<file path="src/rtl/hbus_avm_pkg.sv">
package hbus_avm_pkg;
  typedef enum logic [1:0] {
    XS_IDLE = 2'd0,
    XS_BUSY = 2'd1,
    XS_PARK = 2'd2
  } xfer_state_t;

  localparam int unsigned STROBE_N = 3;
  localparam int unsigned IDX_CS   = 0;
  localparam int unsigned IDX_WE   = 1;
  localparam int unsigned IDX_OE   = 2;
endpackage

</file>
<file path="src/rtl/hbus_sync.sv">
module hbus_sync #(
  parameter int unsigned WIDTH  = 3,
  parameter int unsigned STAGES = 2,
  parameter logic [WIDTH-1:0] RST_VAL = '1
) (
  input  logic             clk,
  input  logic             rst,
  input  logic [WIDTH-1:0] d_async,
  output logic [WIDTH-1:0] q_sync
);
  logic [WIDTH-1:0] stage_q [STAGES];

  genvar g;
  generate
    for (g = 0; g < STAGES; g++) begin : g_stage
      if (g == 0) begin : g_first
        always_ff @(posedge clk) begin
          if (rst) stage_q[0] <= RST_VAL;
          else     stage_q[0] <= d_async;
        end
      end else begin : g_next
        always_ff @(posedge clk) begin
          if (rst) stage_q[g] <= RST_VAL;
          else     stage_q[g] <= stage_q[g-1];
        end
      end
    end
  endgenerate

  assign q_sync = stage_q[STAGES-1];
endmodule

</file>
<file path="src/rtl/hbus_avm_ctrl.sv">
module hbus_avm_ctrl
  import hbus_avm_pkg::*;
#(
  parameter int unsigned ADDR_W = 8,
  parameter int unsigned DATA_W = 16
) (
  input  logic              clk,
  input  logic              rst,
  input  logic              sel,
  input  logic              wr_req,
  input  logic              rd_req,
  input  logic [ADDR_W-1:0] host_addr,
  input  logic [DATA_W-1:0] host_wdata,
  input  logic [DATA_W-1:0] avm_readdata,
  input  logic              avm_waitrequest,
  output logic [ADDR_W-1:0] avm_address,
  output logic              avm_read,
  output logic              avm_write,
  output logic [DATA_W-1:0] avm_writedata,
  output logic [DATA_W-1:0] rdata_q
);
  xfer_state_t state_q;

  always_ff @(posedge clk) begin
    if (rst) begin
      state_q       <= XS_IDLE;
      avm_address   <= '0;
      avm_writedata <= '0;
      avm_read      <= 1'b0;
      avm_write     <= 1'b0;
      rdata_q       <= '0;
    end else begin
      case (state_q)
        XS_IDLE: begin
          if (sel && (wr_req || rd_req)) begin
            avm_address   <= host_addr;
            avm_writedata <= host_wdata;
            avm_write     <= wr_req;
            avm_read      <= !wr_req;
            state_q       <= XS_BUSY;
          end
        end
        XS_BUSY: begin
          if (!avm_waitrequest) begin
            if (avm_read) rdata_q <= avm_readdata;
            avm_read  <= 1'b0;
            avm_write <= 1'b0;
            state_q   <= XS_PARK;
          end
        end
        XS_PARK: begin
          if (!sel) state_q <= XS_IDLE;
        end
        default: state_q <= XS_IDLE;
      endcase
    end
  end
endmodule

</file>
<file path="src/rtl/hbus_avm_bridge.sv">
module hbus_avm_bridge
  import hbus_avm_pkg::*;
#(
  parameter int unsigned ADDR_W      = 8,
  parameter int unsigned DATA_W      = 16,
  parameter int unsigned SYNC_STAGES = 2
) (
  input  logic              clk,
  input  logic              rst,
  input  logic              host_cs_n,
  input  logic              host_we_n,
  input  logic              host_oe_n,
  input  logic [ADDR_W-1:0] host_addr,
  input  logic [DATA_W-1:0] host_wdata,
  output logic [DATA_W-1:0] host_rdata,
  output logic [ADDR_W-1:0] avm_address,
  output logic              avm_read,
  output logic              avm_write,
  output logic [DATA_W-1:0] avm_writedata,
  input  logic [DATA_W-1:0] avm_readdata,
  input  logic              avm_waitrequest
);
  logic [STROBE_N-1:0] strobe_raw_n;
  logic [STROBE_N-1:0] strobe_sync_n;

  assign strobe_raw_n[IDX_CS] = host_cs_n;
  assign strobe_raw_n[IDX_WE] = host_we_n;
  assign strobe_raw_n[IDX_OE] = host_oe_n;

  hbus_sync #(
    .WIDTH  (STROBE_N),
    .STAGES (SYNC_STAGES),
    .RST_VAL({STROBE_N{1'b1}})
  ) u_sync (
    .clk    (clk),
    .rst    (rst),
    .d_async(strobe_raw_n),
    .q_sync (strobe_sync_n)
  );

  hbus_avm_ctrl #(
    .ADDR_W(ADDR_W),
    .DATA_W(DATA_W)
  ) u_ctrl (
    .clk            (clk),
    .rst            (rst),
    .sel            (!strobe_sync_n[IDX_CS]),
    .wr_req         (!strobe_sync_n[IDX_WE]),
    .rd_req         (!strobe_sync_n[IDX_OE]),
    .host_addr      (host_addr),
    .host_wdata     (host_wdata),
    .avm_readdata   (avm_readdata),
    .avm_waitrequest(avm_waitrequest),
    .avm_address    (avm_address),
    .avm_read       (avm_read),
    .avm_write      (avm_write),
    .avm_writedata  (avm_writedata),
    .rdata_q        (host_rdata)
  );
endmodule

</file>
<file path="config.mk">
export PLATFORM = sky130hd
export DESIGN_NAME = hbus_avm_bridge
export DESIGN_NICKNAME = d
export VERILOG_FILES = /design/src/rtl/hbus_avm_pkg.sv /design/src/rtl/hbus_sync.sv /design/src/rtl/hbus_avm_ctrl.sv /design/src/rtl/hbus_avm_bridge.sv
export SDC_FILE = /design/constraint.sdc
export NUM_CORES = 1
export LEC_CHECK = 0
export BUFFER_PORTS_ARGS = -buffer_cell sky130_fd_sc_hd__buf_2
export CORE_UTILIZATION = 44
export CTS_CLUSTER_DIAMETER = 150
export DETAILED_ROUTE_END_ITERATION = 7
export PLACE_DENSITY = 0.77
export RECOVER_POWER = 25
export SYNTH_ARGS = -nofsm -noshare
export SYNTH_HDL_FRONTEND = slang
export SYNTH_SLANG_ARGS = --single-unit
</file>
<file path="constraint.sdc">
create_clock -name clk -period 1.79 [get_ports clk]
set_clock_uncertainty 0.2 [all_clocks]
set_input_delay 0.358 -clock clk [delete_from_list [all_inputs] [get_ports clk]]
set_output_delay 0.358 -clock clk [all_outputs]
set_load 0.01 [all_outputs]
</file>
Word-level counts from Yosys, hierarchy flattened
Memory sizes are Yosys's and may differ from the RTL's.
Index checks and enable logic that the tools add are counted.

word-level totals
  register bits after elaboration = 44
  latch bits = 0
  bits in writable memories = 6
  memory bits (read-only) = 0
  output and inout bits = 42
  memories kept = 1

memories
  memory          depth  width  rd ports  clocked after Yosys merged registers in  wr ports  RTL line         RTL
  u_sync.stage_q  2      3      2         0                                        2         hbus_sync.sv:11  logic [WIDTH-1:0] stage_q [STAGES];

cells by class
  add/sub/neg operators = 0
  multiply operators = 0
  div/mod/pow operators = 0
  order comparisons = 0
  equality and inequality tests = 5
  shifts and indexed selects = 0
  mux-type cells = 14
  bitwise gates (word level) = 3
  reductions and logical operators = 11

operators with widths
  cell                                                                   number
  3-bit AND reduction                                                    3
  1-bit 2-to-1 mux                                                       6
  2-bit 2-to-1 mux                                                       3
  3-bit 2-to-1 mux                                                       2
  2-bit case mux with 3 select lines                                     1
  2-bit != test, second input constant                                   2
  1-bit case mux with 2 select lines                                     2
  1-bit logical NOT                                                      3
  2-bit by 1-bit equality test with 1-bit output, second input constant  1
  2-bit equality test, second input constant                             1
  2-bit logical NOT                                                      1
  2-bit by 1-bit != test with 1-bit output, second input constant        1
  1-bit bitwise OR                                                       2
  2-bit AND reduction                                                    1
  2-bit nonzero test                                                     1
  1-bit logical AND                                                      1
  1-bit logical OR                                                       1
  1-bit NOT                                                              1

Depth between registers and ports, before layout
Gate-level depths: netlist of the first run.

  depth after elaboration = 5
  gate-level depth with buffers = 6
  gate-level depth less buffers = 3

Cells and area by module
From an unflattened synthesis of the first run, not the netlist that was laid out.

second synthesis, totals
  cell total of the unflattened synthesis = 209
  area total of the unflattened synthesis = 1995.7 um2

by module, submodules not included
  module           times used  cells an instance  area an instance (um2)
  hbus_avm_ctrl    1           194                1826.8
  hbus_sync        1           12                 157.7
  hbus_avm_bridge  1           3                  11.3

Least setup slack after synthesis of the first run
OpenSTA, ideal clock, no wires.

  path kind = register to register
  from = reg u_ctrl.state_q[1]
  to = reg u_ctrl.avm_address[0]
  setup time = 0.132 ns
  arrival = 1.196 ns
  required time = 1.458 ns
  slack = 0.262 ns
  stages on the path, launching flop included = 7
  buffers on the path = 3
  cells stage by stage = dfxtp_1 -> buf_6 -> a2111o_1 -> buf_2 -> buf_2 -> nand2_1 -> a21oi_1

on the way
  longest elaborated chain between the ends = 2

RTL lines
  item                           RTL line             RTL
  start: declaration             hbus_avm_ctrl.sv:22  xfer_state_t state_q;
  start signal: assignment       hbus_avm_ctrl.sv:26  state_q <= XS_IDLE;
  start signal: assignment       hbus_avm_ctrl.sv:40  state_q <= XS_BUSY;
  start signal: assignment       hbus_avm_ctrl.sv:48  state_q <= XS_PARK;
  2-bit logical NOT              hbus_avm_ctrl.sv:33  case (state_q)
  2-bit AND reduction (no line)  n/a
  end signal: assignment         hbus_avm_ctrl.sv:36  avm_address <= host_addr;
  end: declaration               hbus_avm_ctrl.sv:16  output logic [ADDR_W-1:0] avm_address,

Every way passes these cells.
A chain may end at the register's enable or synchronous reset.

Worst setup path in the final report of the first run
  from = reg u_ctrl.state_q[1]
  to = reg u_ctrl.avm_read

on the way
  longest elaborated chain between the ends = 3

RTL lines
  item                                                                                 RTL line             RTL
  2-bit by 1-bit equality test with 1-bit output or 2-bit logical NOT (tied branches)  hbus_avm_ctrl.sv:33
  2-bit != test (no line) (tied with other cells)                                      n/a
  3-bit AND reduction (no line)                                                        n/a
  end signal: assignment                                                               hbus_avm_ctrl.sv:39  avm_read <= !wr_req;
  end: declaration                                                                     hbus_avm_ctrl.sv:17  output logic avm_read,

Parallel ways exist; a longest one is shown, timed or not.

==> results.txt, run 1 <==
----------------------------------------------------
[Final layout]
  Antenna fix cells ... 0
  Layout cell share with drive strength beyond 1 ... 0.283
  Highest-count cells in the layout ignoring fill and taps ... sky130_fd_sc_hd__nand2_1 (82), sky130_fd_sc_hd__buf_2 (69), sky130_fd_sc_hd__dfxtp_1 (50)
  Post-layout net count ... 339
  Final core area utilization ... 0.608
  Final Non-Filler Cells ... about 340
  Layout-stage area growth over the synthesis result ... 29.5%
  Commonest non-fill, non-tap cell in the layout ... sky130_fd_sc_hd__nand2_1
  Filler Cell Count ... about 370

[Clocking]
  Worst-skew pair later-pin latency ... ~290 ps
  TritonCTS clock tree ... yes
  Clock input transition at the sequential cells of the worst setup and hold paths ... about 80 ps
  Sinks on the clock net ... 50
  Number of hold-repair buffers added at the cts stage ... 0
  Longest Clk Path Bufs ... 2
  # resized after CTS ... 0
  Post-CTS setup buffer count ... 0
  Clock root cell ... sky130_fd_sc_hd__clkbuf_8
  Number of clock buffers inserted by TritonCTS ... 5
  H-tree levels ... 2

[Global routing]
  Global route overflow ... 0
  Via count of the first global-routing pass ... roughly 1,400
  Number of antenna violations at the first check in global routing ... 0
  Largest net degree at the start of global routing ... 30
  Global-route wire length before repair ... 5820 µm
  GRT Util Overall ... 0.177

[Yosys]
  Number of synthesis warnings ... 0
  Flip-flop and latch count after synthesis ... 50
  Mean instance size in the synthesized netlist ... about 8.4 µm²
  Register area share after synthesis ... 0.569
  Count of different cell masters after synthesis ... 18
  Area of the mapped netlist ... approximately 0.0018 mm²
  Net Count, Synth ... approximately 260
  Post-synthesis instance total ... between 200 and 250

[Timing]
  Endpoints failing hold ... 0
  Count of final setup violators ... 0
  RSZ-0062 raised after global routing ... no
  TNS Setup ... 0 ps
  Shortest clock period the worst path allows after layout ... roughly 1500 ps
  Relative slew slack ... 0.375
  Worst slew pin tran ... 937 ps
  Fin crit share ... 0.857
  Final max-slew violation count ... 0
  Top achievable clock speed ... approximately 650 MHz

[Power]
  Sequential share of power ... 0.618
  Switching power total ... around 0.39 mW
  Combinational share of power ... 0.058
  Internal power of the cells ... approximately 1.5 mW
  Portion of total power attributed to the clock network ... 0.324
  Overall power consumption ... between 1.5 and 2 mW
  PwrDens ... between 800 and 900 mW/mm²
  Peak VDD IR ... 0.000455 V
  Proportion of total power due to net switching ... 0.210
  Leakage power ... just over 0.9 nW

[Floorplan]
  Die width ... around 65 µm
  Starting density of the core ... 0.470
  Chip height ... 65.2 µm
  IO Pins ... a little under 90
  Area of the core region ... 0.00374 mm²
  Floorplan die area ... around 0.0043 mm²
  Placement Rows ... 22

[Critical path]
  Logic depth of the worst register-to-register path ... 4
  CP Data Required Time ... around 1700 ps
  Type of the worst setup path ... register to register
  Cell-by-cell listing of the critical path ... a2111o_1 -> buf_4 -> nand3_1 -> a21oi_1
  CP arrival ... 1480 ps
  Slowest Stage Delay on Critical Path ... ~450 ps
  Sort of element at the end of the critical path ... register
  Crit start category ... register
  Highest-delay cell along the critical path ... sky130_fd_sc_hd__a2111o_1
  Largest fanout of any net on the critical path ... 12

[Placed design]
  Placed Instances ... 334
  Gpl congestion ... about 0.72
  DPL Wire Length ... around 2600 µm
  Count of input and output buffers ... 87

[Min path]
  Hold depth ... 2
  Path type of the worst min-delay path ... input port to register

[Detailed routing]
  Detail-routed via count per cell ... roughly 4.7
  Number of search-and-repair iterations in the first detailed-routing pass ... 4
  Number of nets with antenna violations after detailed routing ... 0
  Post-detailed-route wirelength per cell ... roughly 11 µm
  Vias after detailed routing ... ~1,600
  Number of remaining DRC errors ... 0
  1st-iter DRT viols ... 90
  Total length of routed wires ... roughly 3700 µm

[Job]
  Max Cap Viol ... 0

[Run status]
  Status ... complete, no violations

----------------------------------------------------
layer usage:
metal  wire length, µm  global-route usage
met2              1640               0.287
met5                 0                   0
met3               297              0.0503
met4                28              0.0571
met1              1740               0.226
per-stage QoR:
step / setup slack, ps / cell area, µm² / hold WS [ps]
after global placement: 323 / 2220 / 186
after floorplan: 262 / 1760 / 183
after global routing: 170 / 2280 / 32.0
after CTS: 270 / 2300 / 32.5
final: 256 / 2280 / 40.2
after detailed placement: 279 / 2220 / 194
flip-flops by register name (all words and copies together) (netlist names):
signal and cells:
u_ctrl.avm_address 8, u_ctrl.avm_read 1, u_ctrl.avm_write 1, u_ctrl.avm_writedata 16, u_ctrl.rdata_q 16, u_ctrl.state_q 2, u_sync.stage_q 6
final cells by class:
type | count | area [µm²] | share of cell area
sequential | 50 | 1000 | 0.440
tap | 48 | 60.1 | 0.0264
clock buffer | 7 | 76.3 | 0.0335
multi-input combinational | 142 | 662 | 0.291
timing repair buffer | 94 | 478 | 0.210
synthesized netlist by cell type, drive strengths merged:
master   instances  area [µm²]
a2111o           1        11.3
a2111oi          1        27.5
a21oi           43         215
a31oi            1        6.26
and4bb           1        12.5
buf             10        68.8
clkbuf           7        26.3
dfxtp           50        1000
nand2           82         308
nand3            1        5.00
nand4bb          1        11.3
nor2             2        7.51
nor3             1        5.00
nor4             1        6.26
or2              6        37.5
or3b             1        8.76
power by group through the flow:
stage	registers, mW	logic, mW	clock network (mW)
2_1_floorplan	1.16	0.0389	0
5_1_grt	1.14	0.118	0.658
3_5_place_dp	1.16	0.107	0
4_1_cts	1.14	0.108	0.610
6_report	1.14	0.106	0.595
3_3_place_gp	1.16	0.107	0
logic make-up after synthesis:
| kind of cell | count (synthesis) | share of synthesized area |
|---|---|---|
| buf+inv | 17 | 0.0541 |
| simple gates | 96 | 0.228 |
| flops | 50 | 0.569 |
| compound gates | 46 | 0.148 |
worst max-delay path: cells and delay by family (launching register included):
| family | cells | cell delay, ps |
|---|---|---|
| AOI/OAI and AO/OA | 2 | 510 |
| DFF | 1 | 390 |
| buffers and inverters | 1 | 190 |
| and+or+nand+nor | 1 | 90 |
path summary, 6_finish.rpt:
check,end,start,slack (ps)
worst min-delay path,u_sync.stage_q[0][1],host_we_n,40
worst max register to register,u_ctrl.avm_read,u_ctrl.state_q[1],260
worst min register to register,u_sync.stage_q[1][2],u_sync.stage_q[0][2],210
worst max-delay path,u_ctrl.avm_read,u_ctrl.state_q[1],260
Power figures use the tool's default switching activity.
==> run 2, diff against run 1 <==
--- a/config.mk
+++ b/config.mk
@@ -6,6 +6,7 @@
 export NUM_CORES = 1
 export LEC_CHECK = 0
 export BUFFER_PORTS_ARGS = -buffer_cell sky130_fd_sc_hd__buf_2
+export CORE_ASPECT_RATIO = 1.1
 export CORE_UTILIZATION = 44
 export CTS_CLUSTER_DIAMETER = 150
 export DETAILED_ROUTE_END_ITERATION = 7
==> run 2 against run 1 <==
- hold slack is essentially flat
- sequential share of layout area shrank 0.53 points
- register-to-register slack lost 99 ps
- power grew 8.8%
- global-route usage grew 0.31 points
- die area is essentially flat
- maximum frequency shrank 6.1%
- combinational power is essentially flat
- setup slack lost 99 ps
- sequential power is essentially flat
- critical path type unchanged
- clock-buffer cell count is the same
- via count grew 0.81%
==> results.txt, run 2 (synthesized netlist as in run 1, its figures left out) <==
----------------------------------------------------
[Floorplan]
  Floorplan die area ... 0.00425 mm²
  IO Pins ... 88
  Placement Rows ... 23
  Die width ... approximately 62 µm
  Chip height ... between 60 and 70 µm
  Starting density of the core ... 0.470
  Area of the core region ... roughly 0.0037 mm²

[Critical path]
  Slowest Stage Delay on Critical Path ... about 550 ps
  Largest fanout of any net on the critical path ... 10
  Cell-by-cell listing of the critical path ... a2111o_1 -> buf_4 -> nand2_1 -> a21oi_1
  Highest-delay cell along the critical path ... sky130_fd_sc_hd__a2111o_1
  Logic depth of the worst register-to-register path ... 4
  Worst Path Buf+Inv ... 1
  Crit start category ... register
  CP Data Required Time ... approximately 1700 ps
  Number of logic stages on the critical path including buffering ... 4
  Category of cells accounting for the largest share of critical-path delay ... compound AO/OA/AOI/OAI gates
  CP arrival ... between 1500 and 2000 ps
  Sort of element at the end of the critical path ... register
  Type of the worst setup path ... register to register

[Detailed routing]
  Number of remaining DRC errors ... 0
  Number of nets with antenna violations after detailed routing ... 0
  Post-detailed-route wirelength per cell ... about 11 µm
  Vias after detailed routing ... between 1,500 and 2,000
  Detail-routed via count per cell ... about 4.7
  Total length of routed wires ... 3800 µm
  1st-iter DRT viols ... 38
  Number of search-and-repair iterations in the first detailed-routing pass ... 4

[Min path]
  Path type of the worst min-delay path ... input port to register
  Hold depth ... 2

[Timing]
  RSZ-0062 raised after global routing ... no
  Top achievable clock speed ... between 600 and 700 MHz
  Endpoints failing hold ... 0
  Relative slew slack ... 0.601
  Slack of the critical path ... about 160 ps
  Hold WS ... slightly above 40 ps
  Final max-slew violation count ... 0
  Shortest clock period the worst path allows after layout ... around 1600 ps
  TNS Setup ... 0 ps
  Fin crit share ... 0.912
  Worst slew pin tran ... approximately 600 ps
  Count of final setup violators ... 0

[Final layout]
  Commonest non-fill, non-tap cell in the layout ... sky130_fd_sc_hd__nand2_1
  Registers with the most flip-flops ... u_ctrl.avm_writedata x16, u_ctrl.rdata_q x16, u_ctrl.avm_address x8
  Highest-count cells in the layout ignoring fill and taps ... sky130_fd_sc_hd__nand2_1 (82), sky130_fd_sc_hd__buf_2 (69), sky130_fd_sc_hd__dfxtp_1 (50)
  Final Non-Filler Cells ... 345
  Antenna fix cells ... 0
  Layout-stage area growth over the synthesis result ... 31.1%
  Post-layout net count ... 340
  Layout cell share with drive strength beyond 1 ... 0.288
  Filler Cell Count ... 370

[Clocking]
  H-tree levels ... 2
  Post-CTS setup buffer count ... 0
  Number of clock buffers inserted by TritonCTS ... 5
  Longest Clk Path Bufs ... 2
  Clock input transition at the sequential cells of the worst setup and hold paths ... ~90 ps
  # resized after CTS ... 0
  Sinks on the clock net ... 50
  Worst-skew pair later-pin latency ... just under 300 ps
  Number of hold-repair buffers added at the cts stage ... 0
  Clock root cell ... sky130_fd_sc_hd__clkbuf_8
  TritonCTS clock tree ... yes

[Placed design]
  Setup Slack @ Placement ... between 150 and 200 ps
  Placed Instances ... between 300 and 400
  Gpl congestion ... roughly 0.67
  Count of input and output buffers ... 87
  DPL Wire Length ... roughly 2800 µm

[Power]
  Internal power of the cells ... approximately 1.6 mW
  Combinational share of power ... 0.053
  Portion of total power attributed to the clock network ... 0.379
  Peak VDD IR ... 0.000504 V
  PwrDens ... 866 mW/mm²
  Overall power consumption ... about 2 mW
  Sequential share of power ... 0.569
  Proportion of total power due to net switching ... 0.200
  Switching power total ... 0.398 mW
  Leakage power ... about 0.94 nW

[Global routing]
  Global-route wire length before repair ... ~6000 µm
  Largest net degree at the start of global routing ... 20
  Number of antenna violations at the first check in global routing ... 0
  Via count of the first global-routing pass ... 1,384
  GRT Util Overall ... 0.180
  Global route overflow ... 0

[Job]
  Max Cap Viol ... 0

[Run status]
  Status ... complete, no violations

----------------------------------------------------
[run 2: cell types whose count changed in the layout (fill, tap and decap cells not counted), sizes merged]
cell    delta
buf        +1
bufinv     +1
[run 2: path summary, 6_finish.rpt]
path,startpoint,end,slack [ps]
min reg2reg,u_sync.stage_q[0][2],u_sync.stage_q[1][2],210
min,host_we_n,u_sync.stage_q[0][1],40
max,u_ctrl.state_q[1],u_ctrl.avm_address[1],160
max reg2reg,u_ctrl.state_q[1],u_ctrl.avm_address[1],160
[run 2: per-stage QoR]
step | util | instance area, µm²
6_report | 0.616 | 2300
3_5_place_dp | 0.594 | 2220
2_1_floorplan | - | 1760
3_3_place_gp | 0.594 | 2220
5_1_grt | 0.616 | 2300
4_1_cts | 0.622 | 2330
[run 2: area by class of cell]
cell class,instances,area (µm²),area share
multi-input cells,142,662,0.287
repair buffers,95,473,0.205
flip-flops and latches,50,1000,0.434
well taps,50,62.6,0.0271
clock buffers,7,76.3,0.0331
clock inverters,1,30.0,0.0130
[run 2: layer usage]
metal  vias to the layer above  part of all wire  GRT usage  routed length (µm)
li1                        842                 -          -                   -
met1                       715              0.43      0.197                1620
met2                        57              0.50      0.335                1910
met3                         5             0.062     0.0567                 235
met4                         0            0.0089     0.0640                  34
met5                         -                 0          0                   0
[run 2: power by group through the flow]
stage | sequential [mW] | combinational, mW | clock (mW)
global placement | 1.16 | 0.105 | 0
CTS | 1.14 | 0.107 | 0.779
finish | 1.14 | 0.105 | 0.757
global route | 1.14 | 0.115 | 0.827
detailed placement | 1.16 | 0.106 | 0
floorplan | 1.16 | 0.0389 | 0
==> run 3, diff against run 2 <==
==> constraint.sdc (replaced) <==
create_clock -name clk -period 1.6 [get_ports clk]
set_clock_uncertainty 0.2 [all_clocks]
set_input_delay 0.32 -clock clk [delete_from_list [all_inputs] [get_ports clk]]
set_output_delay 0.32 -clock clk [all_outputs]
set_load 0.01 [all_outputs]
==> run 3 against run 2 <==
- sequential power is 11% higher
- global-route usage is 0.50 points higher
- core utilization increased by 1.3 points
- critical endpoint is now u_ctrl.avm_address[3]
- largest power group unchanged
- highest routed layer unchanged
==> results.txt, run 3 (synthesized netlist as in run 1, its figures left out) <==
----------------------------------------------------
[Run status]
  Status ... complete, no violations

[Min path]
  Start point of the worst min-delay path ... avm_readdata[0]
  Hold depth ... 3
  Destination of the worst hold path ... u_ctrl.rdata_q[0]
  Path type of the worst min-delay path ... input port to register

[Placed design]
  Dpl cell area ... between 0.002 and 0.0025 mm²
  Gpl congestion ... ~0.74
  DPL Wire Length ... between 2000 and 3000 µm
  Count of input and output buffers ... 87
  Placed Instances ... 339
  Setup Slack @ Placement ... between 100 and 150 ps

[Floorplan]
  Floorplan die area ... 0.00425 mm²
  Placement Rows ... 23
  Die width ... 62.3 µm
  Chip height ... 68.3 µm
  IO Pins ... a little under 90
  Area of the core region ... 0.00374 mm²
  Starting density of the core ... 0.470

[Timing]
  Shortest clock period the worst path allows after layout ... 1490 ps
  TNS Setup ... 0 ps
  Worst slew pin tran ... 285 ps
  Count of final setup violators ... 0
  Relative slew slack ... 0.810
  Fin crit share ... 0.928
  Hold WS ... roughly 46 ps
  Final max-slew violation count ... 0
  Endpoints failing hold ... 0
  Slack of the critical path ... 115 ps
  Top achievable clock speed ... about 670 MHz
  RSZ-0062 raised after global routing ... no

[Global routing]
  Number of antenna violations at the first check in global routing ... 0
  Highest-utilization routing layer at the global route stage ... met2
  Met2 Usage GRT ... 0.319
  Largest net degree at the start of global routing ... 24
  Global route overflow ... 0
  Via count of the first global-routing pass ... about 1,400
  Met1 Use GR ... 0.214
  Global routing usage on met3 ... 0.0633
  Global-route wire length before repair ... roughly 6000 µm
  GRT Util Overall ... 0.185

[Power]
  Peak VDD IR ... about 0.00058 V
  Sequential share of power ... 0.593
  Proportion of total power due to net switching ... 0.219
  Leakage power ... 0.967 nW
  Overall power consumption ... 2.14 mW
  Switching power total ... 0.468 mW
  Portion of total power attributed to the clock network ... 0.350
  Combinational share of power ... 0.058
  PwrDens ... about 900 mW/mm²
  Internal power of the cells ... approximately 1.7 mW

[Detailed routing]
  Total length of routed wires ... around 3800 µm
  Vias after detailed routing ... roughly 1,600
  Number of nets with antenna violations after detailed routing ... 0
  Number of search-and-repair iterations in the first detailed-routing pass ... 4
  Post-detailed-route wirelength per cell ... ~11 µm
  Number of remaining DRC errors ... 0
  1st-iter DRT viols ... 52
  Detail-routed via count per cell ... between 4 and 5

[Clocking]
  H-tree levels ... 2
  # resized after CTS ... 0
  Worst-skew pair later-pin latency ... 300 ps
  Post-CTS setup buffer count ... 0
  Sinks on the clock net ... 50
  TritonCTS clock tree ... yes
  Longest Clk Path Bufs ... 2
  Number of hold-repair buffers added at the cts stage ... 3
  Clock root cell ... sky130_fd_sc_hd__clkbuf_8
  Number of clock buffers inserted by TritonCTS ... 5
  Clock input transition at the sequential cells of the worst setup and hold paths ... approximately 90 ps

[Final layout]
  Post-layout net count ... about 350
  Layout-stage area growth over the synthesis result ... 33.8%
  Final core area utilization ... 0.629
  Commonest non-fill, non-tap cell in the layout ... sky130_fd_sc_hd__nand2_1
  Antenna fix cells ... 0
  Highest-count cells in the layout ignoring fill and taps ... sky130_fd_sc_hd__nand2_1 (82), sky130_fd_sc_hd__buf_2 (70), sky130_fd_sc_hd__dfxtp_1 (50)
  Post-route cell area ... between 0.002 and 0.0025 mm²
  Layout cell share with drive strength beyond 1 ... 0.300
  Registers with the most flip-flops ... u_ctrl.avm_writedata x16, u_ctrl.rdata_q x16, u_ctrl.avm_address x8
  Final Non-Filler Cells ... 350

[Critical path]
  CP Data Required Time ... 1580 ps
  Type of the worst setup path ... register to register
  CP arrival ... 1470 ps
  Critical R2R Launch ... u_ctrl.state_q[0]
  Setup slack of the worst register-to-register path ... ~110 ps
  Sort of element at the end of the critical path ... register
  Crit start category ... register
  Terminus of the critical flop-to-flop path ... u_ctrl.avm_address[3]
  Largest fanout of any net on the critical path ... 10
  Logic depth of the worst register-to-register path ... 4

[Job]
  Max Cap Viol ... 0

----------------------------------------------------
run 3: worst max path at each step:
stage | from | to | slack [ps] | cells past startpoint
after global routing | u_ctrl.state_q[0] | u_ctrl.avm_writedata[1] | 10 | 4
after global placement | u_ctrl.state_q[0] | u_ctrl.avm_writedata[14] | 170 | 4
after CTS | u_ctrl.state_q[0] | u_ctrl.avm_address[0] | 100 | 4
after detailed placement | u_ctrl.state_q[0] | u_ctrl.avm_address[0] | 120 | 4
final | u_ctrl.state_q[0] | u_ctrl.avm_address[3] | 110 | 4
after floorplan | u_ctrl.state_q[1] | u_ctrl.avm_address[0] | 70 | 6
run 3: power groups by stage:
stage	Sequential (mW)	Combinational, mW	Clock (mW)
floorplan	1.30	0.0435	0
global placement	1.30	0.119	0
detailed placement	1.30	0.119	0
CTS	1.27	0.125	0.772
global route	1.27	0.137	0.823
finish	1.27	0.123	0.749
run 3: worst max-delay path, stage by stage, from the launching register on:
cell	delay, ps
sky130_fd_sc_hd__dfxtp_1	390
sky130_fd_sc_hd__a2111o_1	450
sky130_fd_sc_hd__buf_4	200
sky130_fd_sc_hd__nand2_1	70
sky130_fd_sc_hd__a21oi_1	60
run 3: cell type report:
class	count	area [µm²]
Clock buffer	6	82.6
Clock inverter	2	12.5
Fill cell	367	1390
Multi-Input combinational cell	142	662
Sequential cell	50	1000
Tap cell	50	62.6
Timing Repair Buffer	100	532
run 3: routing by layer:
layer  vias up  wire length [µm]
met4         0                74
met1       711              1630
met2        55              1860
met5         -                 0
li1        852                 -
met3         8               246
